## src/rtl/irs_pkg.sv

```systemverilog
package irs_pkg;
   // Run byte layout: the level sits above the duration field.
   localparam int DUR_W   = 7;
   localparam int BYTE_W  = DUR_W + 1;
   localparam int RUN_MAX = (1 << DUR_W) - 1;

   function automatic logic [BYTE_W-1:0] pack_run(input logic lvl,
                                                  input logic [DUR_W-1:0] dur);
      return {lvl, dur};
   endfunction
endpackage

```

## src/rtl/irs_tick_gen.sv

```systemverilog
module irs_tick_gen #(
   parameter int DIV_LO = 64,
   parameter int DIV_HI = 128
) (
   input  logic clk,
   input  logic rst_n,
   input  logic en,
   input  logic div_sel,
   output logic tick
);
   localparam int  CNT_W  = $clog2(DIV_HI);
   localparam bit  POW2   = ((DIV_LO & (DIV_LO - 1)) == 0) && ((DIV_HI & (DIV_HI - 1)) == 0);
   localparam logic [CNT_W-1:0] LO_LIM = CNT_W'(DIV_LO - 1);
   localparam logic [CNT_W-1:0] HI_LIM = CNT_W'(DIV_HI - 1);

   if (DIV_LO < 2) begin : g_bad_lo
      $error("DIV_LO must be at least 2");
   end
   if (DIV_HI < DIV_LO) begin : g_bad_hi
      $error("DIV_HI must not be below DIV_LO");
   end

   logic [CNT_W-1:0] cnt;
   logic [CNT_W-1:0] lim;

   assign lim = div_sel ? HI_LIM : LO_LIM;

   if (POW2) begin : g_mask
      // Free-running counter; a tick whenever the selected low bits are all ones.
      always_ff @(posedge clk or negedge rst_n) begin
         if (!rst_n)   cnt <= '0;
         else if (!en) cnt <= '0;
         else          cnt <= cnt + 1'b1;
      end
      assign tick = en && ((cnt & lim) == lim);
   end else begin : g_cmp
      // Counter wraps at the selected limit.
      always_ff @(posedge clk or negedge rst_n) begin
         if (!rst_n)          cnt <= '0;
         else if (!en)        cnt <= '0;
         else if (cnt >= lim) cnt <= '0;
         else                 cnt <= cnt + 1'b1;
      end
      assign tick = en && (cnt >= lim);
   end

   AST_TICK_SPACED: assert property (@(posedge clk) disable iff (!rst_n)
      tick |=> !tick);
endmodule

```

## src/rtl/irs_glitch_filt.sv

```systemverilog
module irs_glitch_filt #(
   parameter int THR_W     = 6,
   parameter bit FILTER_EN = 1'b1
) (
   input  logic             clk,
   input  logic             rst_n,
   input  logic             en,
   input  logic             tick,
   input  logic             ir_raw,
   input  logic             invert,
   input  logic [THR_W-1:0] thr,
   output logic             lvl
);
   logic sync1, sync2;
   logic samp;

   // Two-stage synchronizer for the asynchronous receiver line.
   always_ff @(posedge clk or negedge rst_n) begin
      if (!rst_n) begin
         sync1 <= 1'b0;
         sync2 <= 1'b0;
      end else begin
         sync1 <= ir_raw;
         sync2 <= sync1;
      end
   end

   assign samp = sync2 ^ invert;

   if (FILTER_EN) begin : g_filter
      logic [THR_W-1:0] cand;
      logic [THR_W:0]   cand_nxt;

      assign cand_nxt = {1'b0, cand} + 1'b1;

      always_ff @(posedge clk or negedge rst_n) begin
         if (!rst_n) begin
            lvl  <= 1'b0;
            cand <= '0;
         end else if (!en) begin
            lvl  <= 1'b0;
            cand <= '0;
         end else if (tick) begin
            if (samp == lvl) begin
               cand <= '0;
            end else if (cand_nxt >= {1'b0, thr}) begin
               lvl  <= samp;
               cand <= '0;
            end else begin
               cand <= cand_nxt[THR_W-1:0];
            end
         end
      end
   end else begin : g_bypass
      always_ff @(posedge clk or negedge rst_n) begin
         if (!rst_n)    lvl <= 1'b0;
         else if (!en)  lvl <= 1'b0;
         else if (tick) lvl <= samp;
      end
   end

   AST_LVL_ON_TICK: assert property (@(posedge clk) disable iff (!rst_n)
      !$stable(lvl) |-> ($past(tick) || !$past(en)));
endmodule

```

## src/rtl/irs_run_track.sv

```systemverilog
module irs_run_track
   import irs_pkg::*;
#(
   parameter int IDLE_W    = 8,
   parameter int IDLE_UNIT = 128
) (
   input  logic              clk,
   input  logic              rst_n,
   input  logic              en,
   input  logic              tick,
   input  logic              lvl,
   input  logic [IDLE_W-1:0] idle_thr,
   output logic [BYTE_W-1:0] rl_byte,
   output logic              rl_valid,
   output logic              pkt_end
);
   localparam int IDLE_CW = IDLE_W + $clog2(IDLE_UNIT) + 1;
   localparam logic [DUR_W-1:0] CAP = DUR_W'(RUN_MAX);

   if (IDLE_UNIT < 2) begin : g_bad_unit
      $error("IDLE_UNIT must be at least 2");
   end

   logic               in_pkt;
   logic               cur_lvl;
   logic [DUR_W-1:0]   cnt;
   logic [IDLE_CW-1:0] idle;
   logic               end_pend;

   logic               changed;
   logic               start;
   logic [DUR_W-1:0]   cnt_nxt;
   logic [IDLE_CW-1:0] idle_nxt;
   logic [IDLE_CW-1:0] idle_lim;
   logic               idle_hit;
   logic               emit_old;
   logic               emit_cur;

   always_comb begin
      idle_lim = (IDLE_CW'(idle_thr) + 1'b1) * IDLE_CW'(IDLE_UNIT);
      changed  = (lvl != cur_lvl);
      start    = !in_pkt && lvl;
      cnt_nxt  = changed ? DUR_W'(1) : cnt + 1'b1;
      if (lvl)          idle_nxt = '0;
      else if (changed) idle_nxt = IDLE_CW'(1);
      else              idle_nxt = idle + 1'b1;
      idle_hit = in_pkt && !lvl && (idle_nxt == idle_lim);
      emit_old = in_pkt && changed && (cnt != '0);
      emit_cur = in_pkt && ((cnt_nxt == CAP) || idle_hit);
   end

   always_ff @(posedge clk or negedge rst_n) begin
      if (!rst_n) begin
         in_pkt   <= 1'b0;
         cur_lvl  <= 1'b0;
         cnt      <= '0;
         idle     <= '0;
         end_pend <= 1'b0;
         rl_valid <= 1'b0;
         rl_byte  <= '0;
         pkt_end  <= 1'b0;
      end else if (!en) begin
         in_pkt   <= 1'b0;
         cur_lvl  <= 1'b0;
         cnt      <= '0;
         idle     <= '0;
         end_pend <= 1'b0;
         rl_valid <= 1'b0;
         pkt_end  <= 1'b0;
      end else begin
         rl_valid <= 1'b0;
         end_pend <= 1'b0;
         pkt_end  <= end_pend;
         if (tick) begin
            if (start) begin
               in_pkt  <= 1'b1;
               cur_lvl <= 1'b1;
               cnt     <= DUR_W'(1);
               idle    <= '0;
            end else if (in_pkt) begin
               rl_valid <= emit_old || emit_cur;
               if (emit_old)      rl_byte <= pack_run(cur_lvl, cnt);
               else if (emit_cur) rl_byte <= pack_run(lvl, cnt_nxt);
               cnt     <= emit_cur ? '0 : cnt_nxt;
               cur_lvl <= lvl;
               idle    <= idle_nxt;
               if (idle_hit) begin
                  in_pkt   <= 1'b0;
                  cur_lvl  <= 1'b0;
                  idle     <= '0;
                  end_pend <= 1'b1;
               end
            end
         end
      end
   end

   AST_NO_EMPTY_RUN: assert property (@(posedge clk) disable iff (!rst_n)
      rl_valid |-> (rl_byte[DUR_W-1:0] != '0));
   AST_END_AFTER_SPACE: assert property (@(posedge clk) disable iff (!rst_n)
      pkt_end |-> ($past(rl_valid) && !$past(rl_byte[DUR_W])));
   AST_END_ONE_CLOCK: assert property (@(posedge clk) disable iff (!rst_n)
      pkt_end |=> !pkt_end);
   AST_QUIET_WHEN_OFF: assert property (@(posedge clk) disable iff (!rst_n)
      !en |=> (!rl_valid && !pkt_end));
   AST_VALID_FROM_TICK: assert property (@(posedge clk) disable iff (!rst_n)
      rl_valid |-> $past(tick));
endmodule

```

## src/rtl/ir_runlen_sampler.sv

```systemverilog
module ir_runlen_sampler #(
   parameter int DIV_LO    = 64,
   parameter int DIV_HI    = 128,
   parameter int THR_W     = 6,
   parameter int IDLE_W    = 8,
   parameter int IDLE_UNIT = 128,
   parameter bit FILTER_EN = 1'b1
) (
   input  logic              clk,
   input  logic              rst_n,
   input  logic              ir_in,
   input  logic              glb_en,
   input  logic              rx_en,
   input  logic              invert,
   input  logic              div_sel,
   input  logic [THR_W-1:0]  filt_thr,
   input  logic [IDLE_W-1:0] idle_thr,
   output logic [7:0]        rl_byte,
   output logic              rl_valid,
   output logic              pkt_end
);
   logic en;
   logic tick;
   logic lvl;

   assign en = glb_en && rx_en;

   irs_tick_gen #(.DIV_LO(DIV_LO), .DIV_HI(DIV_HI)) u_tick (
      .clk(clk), .rst_n(rst_n), .en(en), .div_sel(div_sel), .tick(tick)
   );

   irs_glitch_filt #(.THR_W(THR_W), .FILTER_EN(FILTER_EN)) u_filt (
      .clk(clk), .rst_n(rst_n), .en(en), .tick(tick), .ir_raw(ir_in),
      .invert(invert), .thr(filt_thr), .lvl(lvl)
   );

   irs_run_track #(.IDLE_W(IDLE_W), .IDLE_UNIT(IDLE_UNIT)) u_track (
      .clk(clk), .rst_n(rst_n), .en(en), .tick(tick), .lvl(lvl),
      .idle_thr(idle_thr), .rl_byte(rl_byte), .rl_valid(rl_valid),
      .pkt_end(pkt_end)
   );
endmodule

```

## config.mk

```make
export PLATFORM = sky130hd
export DESIGN_NAME = ir_runlen_sampler
export DESIGN_NICKNAME = d
export VERILOG_FILES = /design/src/rtl/irs_pkg.sv /design/src/rtl/irs_tick_gen.sv /design/src/rtl/irs_glitch_filt.sv /design/src/rtl/irs_run_track.sv /design/src/rtl/ir_runlen_sampler.sv
export SDC_FILE = /design/constraint.sdc
export NUM_CORES = 1
export LEC_CHECK = 0
export BUFFER_PORTS_ARGS = -buffer_cell sky130_fd_sc_hd__buf_4
export CORE_MARGIN = 2
export CORE_UTILIZATION = 45
export DETAILED_ROUTE_END_ITERATION = 10
export PLACE_DENSITY = 0.71
export SETUP_SLACK_MARGIN = 0.5
export SLEW_MARGIN = 20
export SYNTH_ARGS = -nofsm -noshare
export SYNTH_HDL_FRONTEND = slang
export SYNTH_SLANG_ARGS = --single-unit
```

## constraint.sdc

```tcl
create_clock -name clk -period 5.74 [get_ports clk]
set_input_delay 1.148 -clock clk [delete_from_list [all_inputs] [get_ports clk]]
set_output_delay 1.148 -clock clk [all_outputs]
set_load 0.1 [all_outputs]
```

# After elaboration in Yosys (flattened, before gate mapping)
# Index checks and enable logic that the tools add are counted.
[totals]
register_bits = 52
inputBits = 21
output_inout_bits = 10
elab_cells = 93
[classes]
add_sub_neg = 5
order_cmp = 1
eq_ne = 9
mux = 45
bitwise = 3
n_reduce_logical = 17
[op_table]
columns = ["op", "n"]
rows = [
  ["$mux 16", 7],
  ["$mux 7", 8],
  ["$mux 1", 24],
  ["$mux 6", 4],
  ["$add 16x1->16 const B", 1],
  ["$eq 16x16->1", 1],
  ["$mux 8", 2],
  ["$add 7x1->7 const B", 2],
  ["$add 8x1->9 const B", 1],
  ["$logic_and 1x1->1", 8],
  ["$add 6x1->7 const B", 1],
  ["$and 7x7->7", 1],
  ["$eq 7x7->1", 1],
  ["$eq 7x7->1 const B", 1],
  ["$ge 7x6->1", 1],
  ["$reduce_bool 7->1", 1],
  ["$ne 2x2->1 const B", 3],
  ["$reduce_and 5->1", 1],
  ["$ne 3x1->1 const B", 1],
  ["$reduce_and 3->1", 1],
  ["$logic_not 1->1", 2],
  ["$logic_or 1x1->1", 2],
  ["$reduce_and 2->1", 1],
  ["$reduce_bool 2->1", 1],
  ["4 further kinds", 4],
]

# Depth between registers and ports, before layout
[depth]
depth_word = 12
ltp_mapped = 12
depth_no_buf = 9

# By module
# Synthesis repeated with hierarchy kept, for this count alone.
[unflattened]
cells_unflattened = 409
area_unflattened_um2 = 3621.0
[modules_own_cells]
columns = ["module", "instances", "cells_per_inst", "area_each_um2", "seq_area_each_um2"]
rows = [
  ["irs_run_track", 1, 320, 2701.3, 900.9],
  ["irs_glitch_filt", 1, 59, 595.6, 225.2],
  ["irs_tick_gen", 1, 29, 317.8, 175.2],
  ["ir_runlen_sampler", 1, 1, 6.3, 0.0],
]

# Worst setup path before layout
# No wires, ideal clock.
[synth_timing]
path_type = "input-to-reg"
from = "input idle_thr[5]"
to = "register u_track.rl_byte[7]"
setup_ps = 126
t_arrival_ps = 2838
t_required_ps = 5614
setup_slack_ps = 2776
cell_stages = 9
path_cell_list = "and4_1 -> nand4_1 -> xnor2_1 -> xnor2_1 -> nor4_2 -> o2111ai_2 -> and2_1 -> buf_6 -> a311o_1"
[synth_between]
elab_chain_cells = 7
[synth_lines]
columns = ["item", "line", "rtl"]
rows = [
  ["start, declared", "ir_runlen_sampler.sv:17", "input logic [IDLE_W-1:0] idle_thr,"],
  ["$add 8x1->9", "irs_run_track.sv:40", "idle_lim = (IDLE_CW'(idle_thr) + 1'b1) * IDLE_CW'(IDLE_UNIT);"],
  ["$eq 16x16->1", "irs_run_track.sv:47", "idle_hit = in_pkt && !lvl && (idle_nxt == idle_lim);"],
  ["$logic_and 1x1->1", "irs_run_track.sv:47", ""],
  ["$logic_or 1x1->1", "irs_run_track.sv:49", "emit_cur = in_pkt && ((cnt_nxt == CAP) || idle_hit);"],
  ["$logic_and 1x1->1", "irs_run_track.sv:49", ""],
  ["$reduce_bool 2->1 (no source line)", "-", ""],
  ["$reduce_and 5->1 (no source line)", "-", ""],
  ["end signal, assigned", "irs_run_track.sv:82", "if (emit_old) rl_byte <= pack_run(cur_lvl, cnt);"],
  ["end signal, assigned", "irs_run_track.sv:83", "else if (emit_cur) rl_byte <= pack_run(lvl, cnt_nxt);"],
  ["end, declared", "irs_run_track.sv:13", "output logic [BYTE_W-1:0] rl_byte,"],
]
# Every way passes these cells.
# A chain may end at the register's enable or synchronous reset.

# Worst setup path after layout
[layout_timing]
from = "register u_track.idle[4]"
to = "register u_track.rl_byte[2]"
[layout_between]
elab_chain_cells = 9
[layout_lines]
columns = ["item", "line", "rtl"]
rows = [
  ["start, declared", "irs_run_track.sv:27", "logic [IDLE_CW-1:0] idle;"],
  ["start signal, assigned", "irs_run_track.sv:86", "idle <= idle_nxt;"],
  ["$add 16x1->16", "irs_run_track.sv:46", "else idle_nxt = idle + 1'b1;"],
  ["$mux 16", "irs_run_track.sv:45", "else if (changed) idle_nxt = IDLE_CW'(1);"],
  ["$mux 16", "irs_run_track.sv:44", "if (lvl) idle_nxt = '0;"],
  ["$eq 16x16->1", "irs_run_track.sv:47", ""],
  ["$logic_and 1x1->1", "irs_run_track.sv:47", ""],
  ["$logic_or 1x1->1", "irs_run_track.sv:49", ""],
  ["$logic_and 1x1->1", "irs_run_track.sv:49", ""],
  ["$reduce_bool 2->1 (no source line)", "-", ""],
  ["$reduce_and 5->1 (no source line)", "-", ""],
]
# Every way passes these cells.

==> impl_metrics.env <==
export IMPL_rr_endpoint="u_track.rl_byte[2]$_DFFE_PN0P_"
export IMPL_leakage_nw=1.694
export IMPL_cts_htree_levels=2
export IMPL_routed_wl_um=7399
export IMPL_grt_pass1_vias=2798
export IMPL_status="finished, final reports clean"
export IMPL_reg2reg_from="u_track.idle[4]$_DFFE_PN0P_"
export IMPL_clk_transition_reported_paths_ns=0.10
export IMPL_peakVddDrop_mv=0.09193
export IMPL_p_comb_frac=0.069
export IMPL_setup_ws_ns=2.172
export IMPL_root_buffer="clkbuf_8"
export IMPL_clock_latency_ns=0.31
export IMPL_period_share=0.6217
export IMPL_hold_violations=0
export IMPL_pwr_share_clk=0.344
export IMPL_firstDrtPassIters=4
export IMPL_switchingPower_uw=153.9
export IMPL_cts_buffers_inserted=5
export IMPL_yosys_most_used_dff="dfrtp_1"
export IMPL_internal_power_uw=473.1
export IMPL_synth_cells=382
export IMPL_maxSlewViolCount=0
export IMPL_slew_headroom=0.3734
export IMPL_p_sw_frac=0.2455
export IMPL_critPathLaunch="u_track.idle[4]$_DFFE_PN0P_"
export IMPL_cts_tree="done"
export IMPL_layout_nets=434
export IMPL_yosysTopAreaCellShare=0.3800
export IMPL_clockBufferDepth=2
export IMPL_core_area_um2=7292
export IMPL_cp_slowest_stage_delay_ns=0.68
export IMPL_rrSetupSlack_ns=2.17
export IMPL_area_growth_pct=10.08
export IMPL_grt_pass1_wl_um=13100
export IMPL_crit_fanout=23
export IMPL_yosysTopAreaCell="dfrtp_1"
export IMPL_critPathKind="flop to flop"
export IMPL_required_ns=5.95
export IMPL_crit_slowest_cell="or4_4"
export IMPL_hp_class="flop to flop"
export IMPL_power_share_sequential=0.587
export IMPL_power_density_nw_per_um2=166.3
export IMPL_hold_buffers=0
export IMPL_multi_input_comb_area_um2=1956
export IMPL_clkSinkCount=52
export IMPL_timing_fmax_mhz=280.2
export IMPL_ys_types=60
export IMPL_grt_overflow_total=0
export IMPL_drt_iter0_markers=150
export IMPL_rsz0062_at_grt="no"
export IMPL_die_area_um2=8324
export IMPL_finalSetupTns_ns=0
export IMPL_die_w_um=91.24
export IMPL_ios=31
export IMPL_vias=2908
export IMPL_grtUsageTotal=0.1882
export IMPL_cts_setup_buffers=0
export IMPL_cp_start_kind="flop"
export IMPL_worst_pin_slew_ns=0.9399
export IMPL_syn_area_um2=3425
export IMPL_dpl_worst_slack_ns=2.166
export IMPL_ys_async_sr_fraction=1.000
export IMPL_drv_cap=0
export IMPL_synth_seq_cells=52
export IMPL_seqCellArea_um2=1301
export IMPL_ant_nets=0
export IMPL_synth_area_leaders="dfrtp_1 38%, nand2_1 5.7%, ha_1 4.4%"
export IMPL_wl_per_cell_um=14.77
export IMPL_synth_nets=415
export IMPL_antenna_found_initial=0
export IMPL_synth_avg_cell_area_um2=8.965
export IMPL_period_needed_ns=3.568
export IMPL_ys_seq_area_frac=0.3800
export IMPL_path_cells="nand4_1 > or4_4 > mux2i_4 > mux2_1 > o22ai_1 > o2111ai_2 > buf_4 > a31oi_2 > mux2_4"
export IMPL_ctsResizeCount=0
export IMPL_reg2reg_depth=9
export IMPL_die_y_um=91.24
export IMPL_finClkSkew_ns=0.009676
export IMPL_grt_max_degree=53
export IMPL_drc_errors=0
export IMPL_via_per_inst=5.804
export IMPL_critPathCaptureType="flop"
export IMPL_drive_gt1_frac=0.1244
export IMPL_arrival_ns=3.78
export IMPL_port_buffers=30
export IMPL_num_rows=31
export IMPL_start_util=0.4696
export IMPL_setup_viol_count_final=0
export IMPL_cp_endpoint="u_track.rl_byte[2]$_DFFE_PN0P_"
export IMPL_place_gp_congestion=0.8969
export IMPL_dp_hpwl_um=5236
export IMPL_antenna_cells=0
export IMPL_synth_edf_count=0
export IMPL_synth_warnings=0
export IMPL_fillerInstances=706
## power by group through the flow
stage | logic (mW) | registers, mW | clock network (mW)
final | 0.0435 | 0.368 | 0.215
after detailed placement | 0.0440 | 0.375 | 0
after global routing | 0.0491 | 0.368 | 0.237
after global placement | 0.0430 | 0.375 | 0
after floorplan | 0.0198 | 0.375 | 0
after CTS | 0.0441 | 0.368 | 0.221
## final cells by class
cell class,instances,area share
multi-input cells,294,0.5188
repair buffers,32,0.06372
flip-flops and latches,52,0.3452
well taps,99,0.03286
clock inverters,2,0.004315
inverters,16,0.01593
clock buffers,6,0.01925
## metrics by stage
step	hold slack (ns)	instance area, um2	total power, mW	utilization	cells
after floorplan	0.3312	3425	0.3951	-	382
after detailed placement	0.3355	3681	0.4194	0.5048	493
final	0.3555	3770	0.6271	0.5170	501
after global routing	0.3684	3770	0.6541	0.5170	501
after CTS	0.3573	3770	0.6334	0.5170	501
after global placement	0.3357	3681	0.4184	0.5048	493
## cell usage in the layout, fill, tap and decap left out, drive strengths merged, types with 2 or more instances in the layout
master / n
a211oi: 3
a21o: 3
a21oi: 4
a2bb2oi: 5
a31oi: 3
a32o: 8
and2: 8
and3: 9
buf: 32
clkbuf: 6
dfrtp: 52
ha: 12
inv: 16
mux2: 2
mux2i: 3
nand2: 52
nand2b: 3
nand3: 21
nand4: 9
nor2: 28
nor2b: 5
nor3: 7
nor4: 9
o2111ai: 12
o21a: 4
o21ai: 21
o22ai: 2
o31a: 4
o31ai: 2
or2: 2
or3: 3
or4: 3
xnor2: 17
xor2: 16
## per-layer routing
layer / GRT usage / share of wire / routed length, um / up-vias
met5: 0 / 0 / 0 / -
met4: 0.06313 / 0.015 / 108 / 0
met3: 0.02988 / 0.034 / 255 / 13
met2: 0.3043 / 0.48 / 3557 / 67
met1: 0.2577 / 0.47 / 3478 / 1399
li1: - / - / - / 1429
## cells in the mapped netlist (all sizes together) (4+ instances only)
master,instances
o21ai,21
a2bb2oi,5
clkbuf,7
nor4,9
a21oi,4
xor2,16
nor3,7
ha,12
o31a,4
inv,16
a32o,8
nand2,52
buf,13
and2,8
xnor2,17
dfrtp,52
and3,9
nand4,9
o21a,4
nor2,28
o2111ai,12
nand3,21
nor2b,5
## sequential cells by signal, summed over array words and instances, names as in the netlist
signal,count
u_tick.cnt,7
u_track.cur_lvl,1
u_track.rl_byte,8
u_filt.sync2,1
u_track.rl_valid,1
u_filt.g_filter.cand,6
u_filt.lvl,1
u_track.end_pend,1
u_filt.sync1,1
u_track.cnt,7
u_track.pkt_end,1
u_track.in_pkt,1
u_track.idle,16
## cells by family (layout without fill, tap and decap cells)
kind of cell | Yosys count | in the layout | share of synthesized area
flip-flops | 52 | 52 | 0.3800
AO/OA/AOI/OAI | 80 | 80 | 0.1757
buffers and inverters | 36 | 56 | 0.04896
adder cells (fa/ha/maj) | 12 | 12 | 0.04384
XOR/XNOR | 33 | 33 | 0.08440
AND/OR/NAND/NOR | 164 | 164 | 0.2470
multiplexers | 5 | 5 | 0.02009
## critical path: cells and delay by family, from the launching register on
kind,cells,cell delay (ns)
AOI/OAI and AO/OA,3,0.67
buffers and inverters,1,0.24
DFF,1,0.50
muxes,3,0.90
and+or+nand+nor,2,1.14
## worst min path at each step
stage / start / end / slack [ns] / cells after the start
4_1_cts: u_filt.sync1$_DFF_PN0_ / u_filt.sync2$_DFF_PN0_ / 0.36 / 0
6_report: u_filt.sync1$_DFF_PN0_ / u_filt.sync2$_DFF_PN0_ / 0.36 / 0
3_5_place_dp: u_filt.sync1$_DFF_PN0_ / u_filt.sync2$_DFF_PN0_ / 0.34 / 0
3_3_place_gp: u_filt.sync1$_DFF_PN0_ / u_filt.sync2$_DFF_PN0_ / 0.34 / 0
5_1_grt: u_filt.sync1$_DFF_PN0_ / u_filt.sync2$_DFF_PN0_ / 0.37 / 0
2_1_floorplan: u_filt.sync1$_DFF_PN0_ / u_filt.sync2$_DFF_PN0_ / 0.33 / 0
(Power assumes the default switching activity.)
